--- src/rtl/dvma_pkg.sv ---
package dvma_pkg;

  typedef enum logic [1:0] {
    ST_IDLE    = 2'd0,
    ST_FETCH   = 2'd1,
    ST_CHECK   = 2'd2,
    ST_RESPOND = 2'd3
  } xl_state_e;

  localparam logic [31:0] FS_ERR    = 32'h8000_0000;
  localparam logic [31:0] FS_LATE   = 32'h4000_0000;
  localparam logic [31:0] FS_FIXED  = 32'h0080_0000;
  localparam logic [31:0] FS_READ   = 32'h0004_0000;
  localparam logic [31:0] FS_AVALID = 32'h0002_0000;

  function automatic logic [31:0] fault_word(input logic is_read);
    logic [31:0] w;
    w = FS_ERR | FS_LATE | FS_FIXED | FS_AVALID;
    if (is_read) w = w | FS_READ;
    return w;
  endfunction

endpackage

--- src/rtl/dvma_pte_addr.sv ---
module dvma_pte_addr #(
  parameter int AW        = 32,
  parameter int PAGE_BITS = 12
) (
  input  logic [AW-1:0] base,
  input  logic [AW-1:0] win,
  input  logic [AW-1:0] dva,
  output logic [AW+3:0] pte_addr
);
  localparam int XW    = AW + 4;
  localparam int SHIFT = PAGE_BITS - 2;

  logic [AW-1:0] rel;
  logic [XW-1:0] base_x;
  logic [XW-1:0] idx_x;

  always_comb begin
    rel      = (dva & ~win) >> SHIFT;
    base_x   = {base, 4'b0000};
    idx_x    = {4'b0000, rel} & ~XW'(3);
    pte_addr = base_x + idx_x;
  end
endmodule

--- src/rtl/dvma_pte_check.sv ---
module dvma_pte_check #(
  parameter int                PTE_W     = 32,
  parameter int                PAGE_BITS = 12,
  parameter logic [PTE_W-1:0]  PFN_MASK  = 32'h07FF_FF00,
  parameter logic [PTE_W-1:0]  V_MASK    = 32'h0000_0002,
  parameter logic [PTE_W-1:0]  W_MASK    = 32'h0000_0004
) (
  input  logic [PTE_W-1:0]     pte,
  input  logic [PAGE_BITS-1:0] page_off,
  input  logic                 is_write,
  output logic                 fault,
  output logic [PTE_W+3:0]     paddr
);
  localparam int XW = PTE_W + 4;

  logic present;
  logic writable;
  logic [XW-1:0] frame_x;
  logic [XW-1:0] off_x;

  always_comb begin
    present  = |(pte & V_MASK);
    writable = |(pte & W_MASK);
    fault    = !present || (is_write && !writable);
    frame_x  = {pte & PFN_MASK, 4'b0000};
    off_x    = {{(XW-PAGE_BITS){1'b0}}, page_off};
    paddr    = fault ? '0 : (frame_x + off_x);
  end
endmodule

--- src/rtl/dvma_fault_regs.sv ---
module dvma_fault_regs #(
  parameter int AW        = 32,
  parameter int PAGE_BITS = 12
) (
  input  logic          clk,
  input  logic          rst_n,
  input  logic          upd,
  input  logic          is_read,
  input  logic [AW-1:0] dva,
  output logic [31:0]   status,
  output logic [AW-1:0] addr
);
  import dvma_pkg::*;

  always_ff @(posedge clk or negedge rst_n) begin
    if (!rst_n) begin
      status <= '0;
      addr   <= '0;
    end else if (upd) begin
      status <= fault_word(is_read);
      addr   <= {dva[AW-1:PAGE_BITS], {PAGE_BITS{1'b0}}};
    end
  end
endmodule

--- src/rtl/dvma_xlate.sv ---
module dvma_xlate #(
  parameter int               AW        = 32,
  parameter int               PTE_W     = 32,
  parameter int               PAGE_BITS = 12,
  parameter logic [PTE_W-1:0] PFN_MASK  = 32'h07FF_FF00,
  parameter logic [PTE_W-1:0] V_MASK    = 32'h0000_0002,
  parameter logic [PTE_W-1:0] W_MASK    = 32'h0000_0004
) (
  input  logic             clk,
  input  logic             rst_n,
  input  logic [AW-1:0]    cfg_base,
  input  logic [AW-1:0]    cfg_win,
  input  logic             req_valid,
  output logic             req_ready,
  input  logic [AW-1:0]    req_dva,
  input  logic             req_write,
  output logic             pte_req_valid,
  input  logic             pte_req_ready,
  output logic [AW+3:0]    pte_req_addr,
  input  logic             pte_rsp_valid,
  input  logic [PTE_W-1:0] pte_rsp_data,
  output logic             rsp_valid,
  input  logic             rsp_ready,
  output logic [PTE_W+3:0] rsp_paddr,
  output logic             rsp_fault,
  output logic [31:0]      flt_status,
  output logic [AW-1:0]    flt_addr
);
  import dvma_pkg::*;

  xl_state_e        state_q;
  logic [AW-1:0]    dva_q;
  logic             wr_q;
  logic             issued_q;
  logic [PTE_W-1:0] pte_q;
  logic [PTE_W+3:0] paddr_q;
  logic             fault_q;

  logic             chk_fault;
  logic [PTE_W+3:0] chk_paddr;
  logic             fault_upd;

  dvma_pte_addr #(.AW(AW), .PAGE_BITS(PAGE_BITS)) u_addr (
    .base     (cfg_base),
    .win      (cfg_win),
    .dva      (dva_q),
    .pte_addr (pte_req_addr)
  );

  dvma_pte_check #(
    .PTE_W(PTE_W), .PAGE_BITS(PAGE_BITS),
    .PFN_MASK(PFN_MASK), .V_MASK(V_MASK), .W_MASK(W_MASK)
  ) u_check (
    .pte      (pte_q),
    .page_off (dva_q[PAGE_BITS-1:0]),
    .is_write (wr_q),
    .fault    (chk_fault),
    .paddr    (chk_paddr)
  );

  assign fault_upd = (state_q == ST_CHECK) && chk_fault;

  dvma_fault_regs #(.AW(AW), .PAGE_BITS(PAGE_BITS)) u_fregs (
    .clk     (clk),
    .rst_n   (rst_n),
    .upd     (fault_upd),
    .is_read (!wr_q),
    .dva     (dva_q),
    .status  (flt_status),
    .addr    (flt_addr)
  );

  assign req_ready     = (state_q == ST_IDLE);
  assign pte_req_valid = (state_q == ST_FETCH) && !issued_q;
  assign rsp_valid     = (state_q == ST_RESPOND);
  assign rsp_paddr     = paddr_q;
  assign rsp_fault     = fault_q;

  always_ff @(posedge clk or negedge rst_n) begin
    if (!rst_n) begin
      state_q  <= ST_IDLE;
      dva_q    <= '0;
      wr_q     <= 1'b0;
      issued_q <= 1'b0;
      pte_q    <= '0;
      paddr_q  <= '0;
      fault_q  <= 1'b0;
    end else begin
      unique case (state_q)
        ST_IDLE: begin
          if (req_valid) begin
            dva_q    <= req_dva;
            wr_q     <= req_write;
            issued_q <= 1'b0;
            state_q  <= ST_FETCH;
          end
        end
        ST_FETCH: begin
          if (!issued_q) begin
            if (pte_req_ready) issued_q <= 1'b1;
          end else if (pte_rsp_valid) begin
            pte_q   <= pte_rsp_data;
            state_q <= ST_CHECK;
          end
        end
        ST_CHECK: begin
          paddr_q <= chk_paddr;
          fault_q <= chk_fault;
          state_q <= ST_RESPOND;
        end
        ST_RESPOND: begin
          if (rsp_ready) state_q <= ST_IDLE;
        end
        default: state_q <= ST_IDLE;
      endcase
    end
  end
endmodule

--- config.mk ---
export PLATFORM = sky130hd
export DESIGN_NAME = dvma_xlate
export DESIGN_NICKNAME = d
export VERILOG_FILES = /design/src/rtl/dvma_pkg.sv /design/src/rtl/dvma_pte_addr.sv /design/src/rtl/dvma_pte_check.sv /design/src/rtl/dvma_fault_regs.sv /design/src/rtl/dvma_xlate.sv
export SDC_FILE = /design/constraint.sdc
export NUM_CORES = 1
export LEC_CHECK = 0
export BUFFER_PORTS_ARGS = -buffer_cell sky130_fd_sc_hd__buf_2
export CORE_UTILIZATION = 47
export CTS_CLUSTER_DIAMETER = 120
export CTS_CLUSTER_SIZE = 12
export DETAILED_ROUTE_END_ITERATION = 8
export GPL_ROUTABILITY_DRIVEN = 0
export PLACE_DENSITY = 0.82
export SLEW_MARGIN = 10
export SYNTH_ARGS = -nofsm -noshare
export SYNTH_HDL_FRONTEND = slang
export SYNTH_SLANG_ARGS = --single-unit
--- constraint.sdc ---
create_clock -name clk -period 3 [get_ports clk]
set_input_delay 0 -clock clk [delete_from_list [all_inputs] [get_ports clk]]
set_output_delay 0 -clock clk [all_outputs]
set_load 0.05 [all_outputs]
==> summary.md <==
For this configuration, the core starts out at a cell density of 48.3%. The buffering stage count on the worst path with inverters included is 2. Clock-pin slew was measured on the worst setup and hold paths at 0.07 ns. After synthesis, the most frequently instantiated cells are sky130_fd_sc_hd__dfrtp_1 (111), sky130_fd_sc_hd__mux2_2 (74), sky130_fd_sc_hd__buf_4 (49). Of all flip-flops after synthesis, the portion carrying an async set or reset was 100%. After routing, the total negative slack on setup checks comes to 0 ns. The vias per cell is 5.22. The first global-routing pass estimated 22500 um of wire. The run gives 0 as the max-slew violation count. The smallest hold slack is 0.0279 ns, and the worst-case clock buffer depth is 2. The die height is 113 um, and the via count of the first global-routing pass is 4846.

The level count of the clock H-tree came out at 3. The average routed wire per standard cell was 15.6 um. The cell sitting at the root of the clock tree is a sky130_fd_sc_hd__clkbuf_16. Setup repair after global routing could not meet its margin everywhere. The worst hold path belongs to the class input port to flop. The count of state elements after synthesis is 111.

The aggregate global-route resource usage came out at 22.2%. At the later pin of the worst-skew pair, clock insertion delay measures 0.33 ns. Among all cell types in the netlist, the one instantiated most often is sky130_fd_sc_hd__dfrtp_1.

The largest total area in the synthesized netlist belongs to sky130_fd_sc_hd__dfrtp_1. The flow ran to the end, and the final reports show no timing, DRC or antenna violations. For the first-iteration detailed-routing DRC count, the log shows 327.

The final critical path takes up 97.9% of the cycle. The slew at the pin closest to its max-slew limit works out to 1.04 ns. TritonCTS built the clock tree. Measured against its own limit, the worst slew margin works out to 30.4%. The number of antenna violations at the first check in global routing was 0. Wires add up to 14200 um. For this design, the sink count on the clock tree is 111.

The tools report the category of the worst setup path capture point as an output pin. In this run the standard cell core region covers 0.0120 mm2. The maximum fanout along the worst path is 5.

The run gives 0 as the final antenna-violating net count. The number of library cell types mapped by synthesis was 48. The ratio of cells with drive above 1 in the final layout was 42.0%. Counting the buffers created by CTS gives 9. The area growth from synthesis to layout is 34.5%.

The logs give 5 for the detailed-routing iteration count for the pre-antenna-repair pass and 341 MHz for the achievable frequency. Count of final setup violators: 0. From left edge to right edge, the die measures 113 um. Top flip-flop cell by instance count after synthesis: sky130_fd_sc_hd__dfrtp_1. Yosys printed 0 warnings.

Max-cap violations in this run came to 0. The number of hold violations in the final report is 0, and the portion of synthesized cell area occupied by the leading cell type is 47.9%. Buffers placed on the I/O ports in this run total 205.

The post-place instance area is 0.00680 mm2, and the proportion of synthesized chip area in sequential cells is 47.9%. The post-synthesis instance total is 495. The average cell area after synthesis came out at 11.7 um2.

Traced cell by cell, the critical path runs through nor2b_1 > ha_1 > a21oi_1 > o21ai_0 > a221oi_2 > buf_4 > nand4b_1 > o211ai_1 > xnor2_1 > clkbuf_4. The number of enable-type register cells in the synthesized netlist works out to 0. The type of the worst setup path is flop to output pin. Counting I/O delays and the setup requirement, the final critical path takes 2.94 ns. The areal power density over the cells works out to 1090 mW/mm2. In this run the number of cells on the critical path is 10.

Top-level I/O count: 275. The run gives 917 as the count of nets after finishing. Once detailed placement completed, the half-perimeter wirelength came to 9960 um.

Data on the critical path is required at its endpoint by 3.00 ns. Across the routed clock network, the largest skew measured is 0.00663 ns. For the final instance area, the log shows 0.00780 mm2. The floorplan has 40 rows.

Launching element type of the critical path: a flop. The kind of cell with the highest combined delay along the critical path is compound AO/OA/AOI/OAI gates. In this run the static leakage power is 3.98 nW. Counting instances, the worst hold path has a depth of 3. After detailed routing, the number of remaining DRC violations is 0. Antenna cell count: 0.

The worst register-to-register path has a depth of 4. The total grt overflow came out at 0. In this design, the stage delay of the slowest critical-path cell is 0.42 ns. Sorting the synthesized cells by area gives the leading types as sky130_fd_sc_hd__dfrtp_1 (48%), sky130_fd_sc_hd__mux2_2 (14%), sky130_fd_sc_hd__buf_4 (6.3%). STA puts the critical path data arrival time at 2.94 ns.

For this design, the slowest cell found on the critical path is sky130_fd_sc_hd__a221oi_2. The tools report the overall die area as 0.0128 mm2. Entering global routing, the biggest net connects 94 pins. The tools report the worst vdd rail ir drop as 0.512 mV. The logs give 0.00580 mm2 for the synthesized area and 4745 for the routed via count.
==> cell type report <==
type | instances | area [um2]
clock buffers | 10 | 229
clock inverters | 4 | 72.6
fillers | 900 | 4210
inverters | 11 | 41.3
multi-input cells | 354 | 2800
flip-flops and latches | 111 | 2780
well taps | 147 | 184
repair buffers | 272 | 1700
==> cells in the final DEF (no fill, tap or decap), types with 3 or more instances in the layout <==
cell type,n
sky130_fd_sc_hd__buf_2,193
sky130_fd_sc_hd__dfrtp_1,111
sky130_fd_sc_hd__mux2_2,74
sky130_fd_sc_hd__dlygate4sd3_1,56
sky130_fd_sc_hd__conb_1,46
sky130_fd_sc_hd__a22o_1,31
sky130_fd_sc_hd__nand2_1,26
sky130_fd_sc_hd__nor2b_1,20
sky130_fd_sc_hd__ha_1,20
sky130_fd_sc_hd__a21oi_1,18
sky130_fd_sc_hd__xor2_1,16
sky130_fd_sc_hd__buf_4,16
sky130_fd_sc_hd__xnor2_1,14
sky130_fd_sc_hd__o21ai_0,12
sky130_fd_sc_hd__inv_1,11
sky130_fd_sc_hd__nand3_1,9
sky130_fd_sc_hd__clkbuf_16,9
sky130_fd_sc_hd__a21o_1,7
sky130_fd_sc_hd__nor2_1,6
sky130_fd_sc_hd__clkbuf_4,6
sky130_fd_sc_hd__nand4_1,5
sky130_fd_sc_hd__and3_1,4
sky130_fd_sc_hd__and2_1,3
sky130_fd_sc_hd__o21ai_1,3
sky130_fd_sc_hd__o211ai_1,3
==> worst min-delay path, cell delays in order <==
cell and delay, ns:
sky130_fd_sc_hd__buf_2 0.11, sky130_fd_sc_hd__mux2i_1 0.07, sky130_fd_sc_hd__a21oi_1 0.13
==> worst paths after layout <==
kind / from / end / slack (ns)
max in group asynchronous: rst_n / u_fregs.addr[18]$_DFFE_PN0P_ / 1.91
max reg2reg: state_q[1]$_DFFE_PN0P_ / pte_q[14]$_DFFE_PN0P_ / 0.81
min reg2reg: pte_q[20]$_DFFE_PN0P_ / rsp_paddr[24]$_DFFE_PN0P_ / 0.49
min in group asynchronous: rst_n / pte_q[18]$_DFFE_PN0P_ / 0.30
max: dva_q[22]$_DFFE_PN0P_ / pte_req_addr[21] / 0.06
min: req_valid / issued_q$_DFFE_PN0P_ / 0.03
==> cells by family after synthesis <==
group / Yosys count / synth area share (%)
AOI/OAI and AO/OA: 95 / 12.3
xor gates and xnor gates: 30 / 4.53
adders and majority gates: 23 / 5.09
buffers and inverters: 75 / 8.07
DFF: 111 / 47.9
muxes: 75 / 14.5
other: 1 / 0.0646
and+or+nand+nor: 85 / 7.57
==> flip-flops by register name, summed over array words and instances, names as in the netlist <==
name,count
issued_q,1
u_fregs.addr,20
pte_q,21
u_fregs.status,2
rsp_fault,1
dva_q,32
state_q,2
wr_q,1
rsp_paddr,31
==> power by group <==
part / internal, mW / total, mW / switching (mW)
Sequential: 2.19 / 2.60 / 0.417
Combinational: 1.56 / 4.71 / 3.15
Clock: 0.721 / 1.22 / 0.497
==> per-layer routing <==
layer  up-vias  global-route usage (%)  share of wire (%)
met5         -                       0                  0
met4         0                    9.30                2.6
met3        38                    4.50                7.1
met2       229                    40.0                 51
met1      2275                    25.7                 39
li1       2203                       -                  -
==> through the flow <==
stage / setup WS, ns / utilization, % / power [mW] / instances
after floorplan: 0.0244 / - / 6.14 / 540
after global placement: 0.287 / 56.6 / 7.02 / 833
after detailed placement: 0.205 / 56.6 / 7.17 / 833
after CTS: 0.00659 / 64.3 / 8.50 / 907
after global routing: -0.0562 / 65.0 / 8.97 / 909
final: 0.0638 / 65.0 / 8.53 / 909
==> timing repair <==
item	CTS	global route
setup buffers	4	2
hold buffers	56	0
endpoints found under the setup margin	8	17
pin swaps	4	7
endpoints found under the hold margin	147	0
gates resized for setup	11	16
No activity file was read; power rests on OpenSTA's default activity.
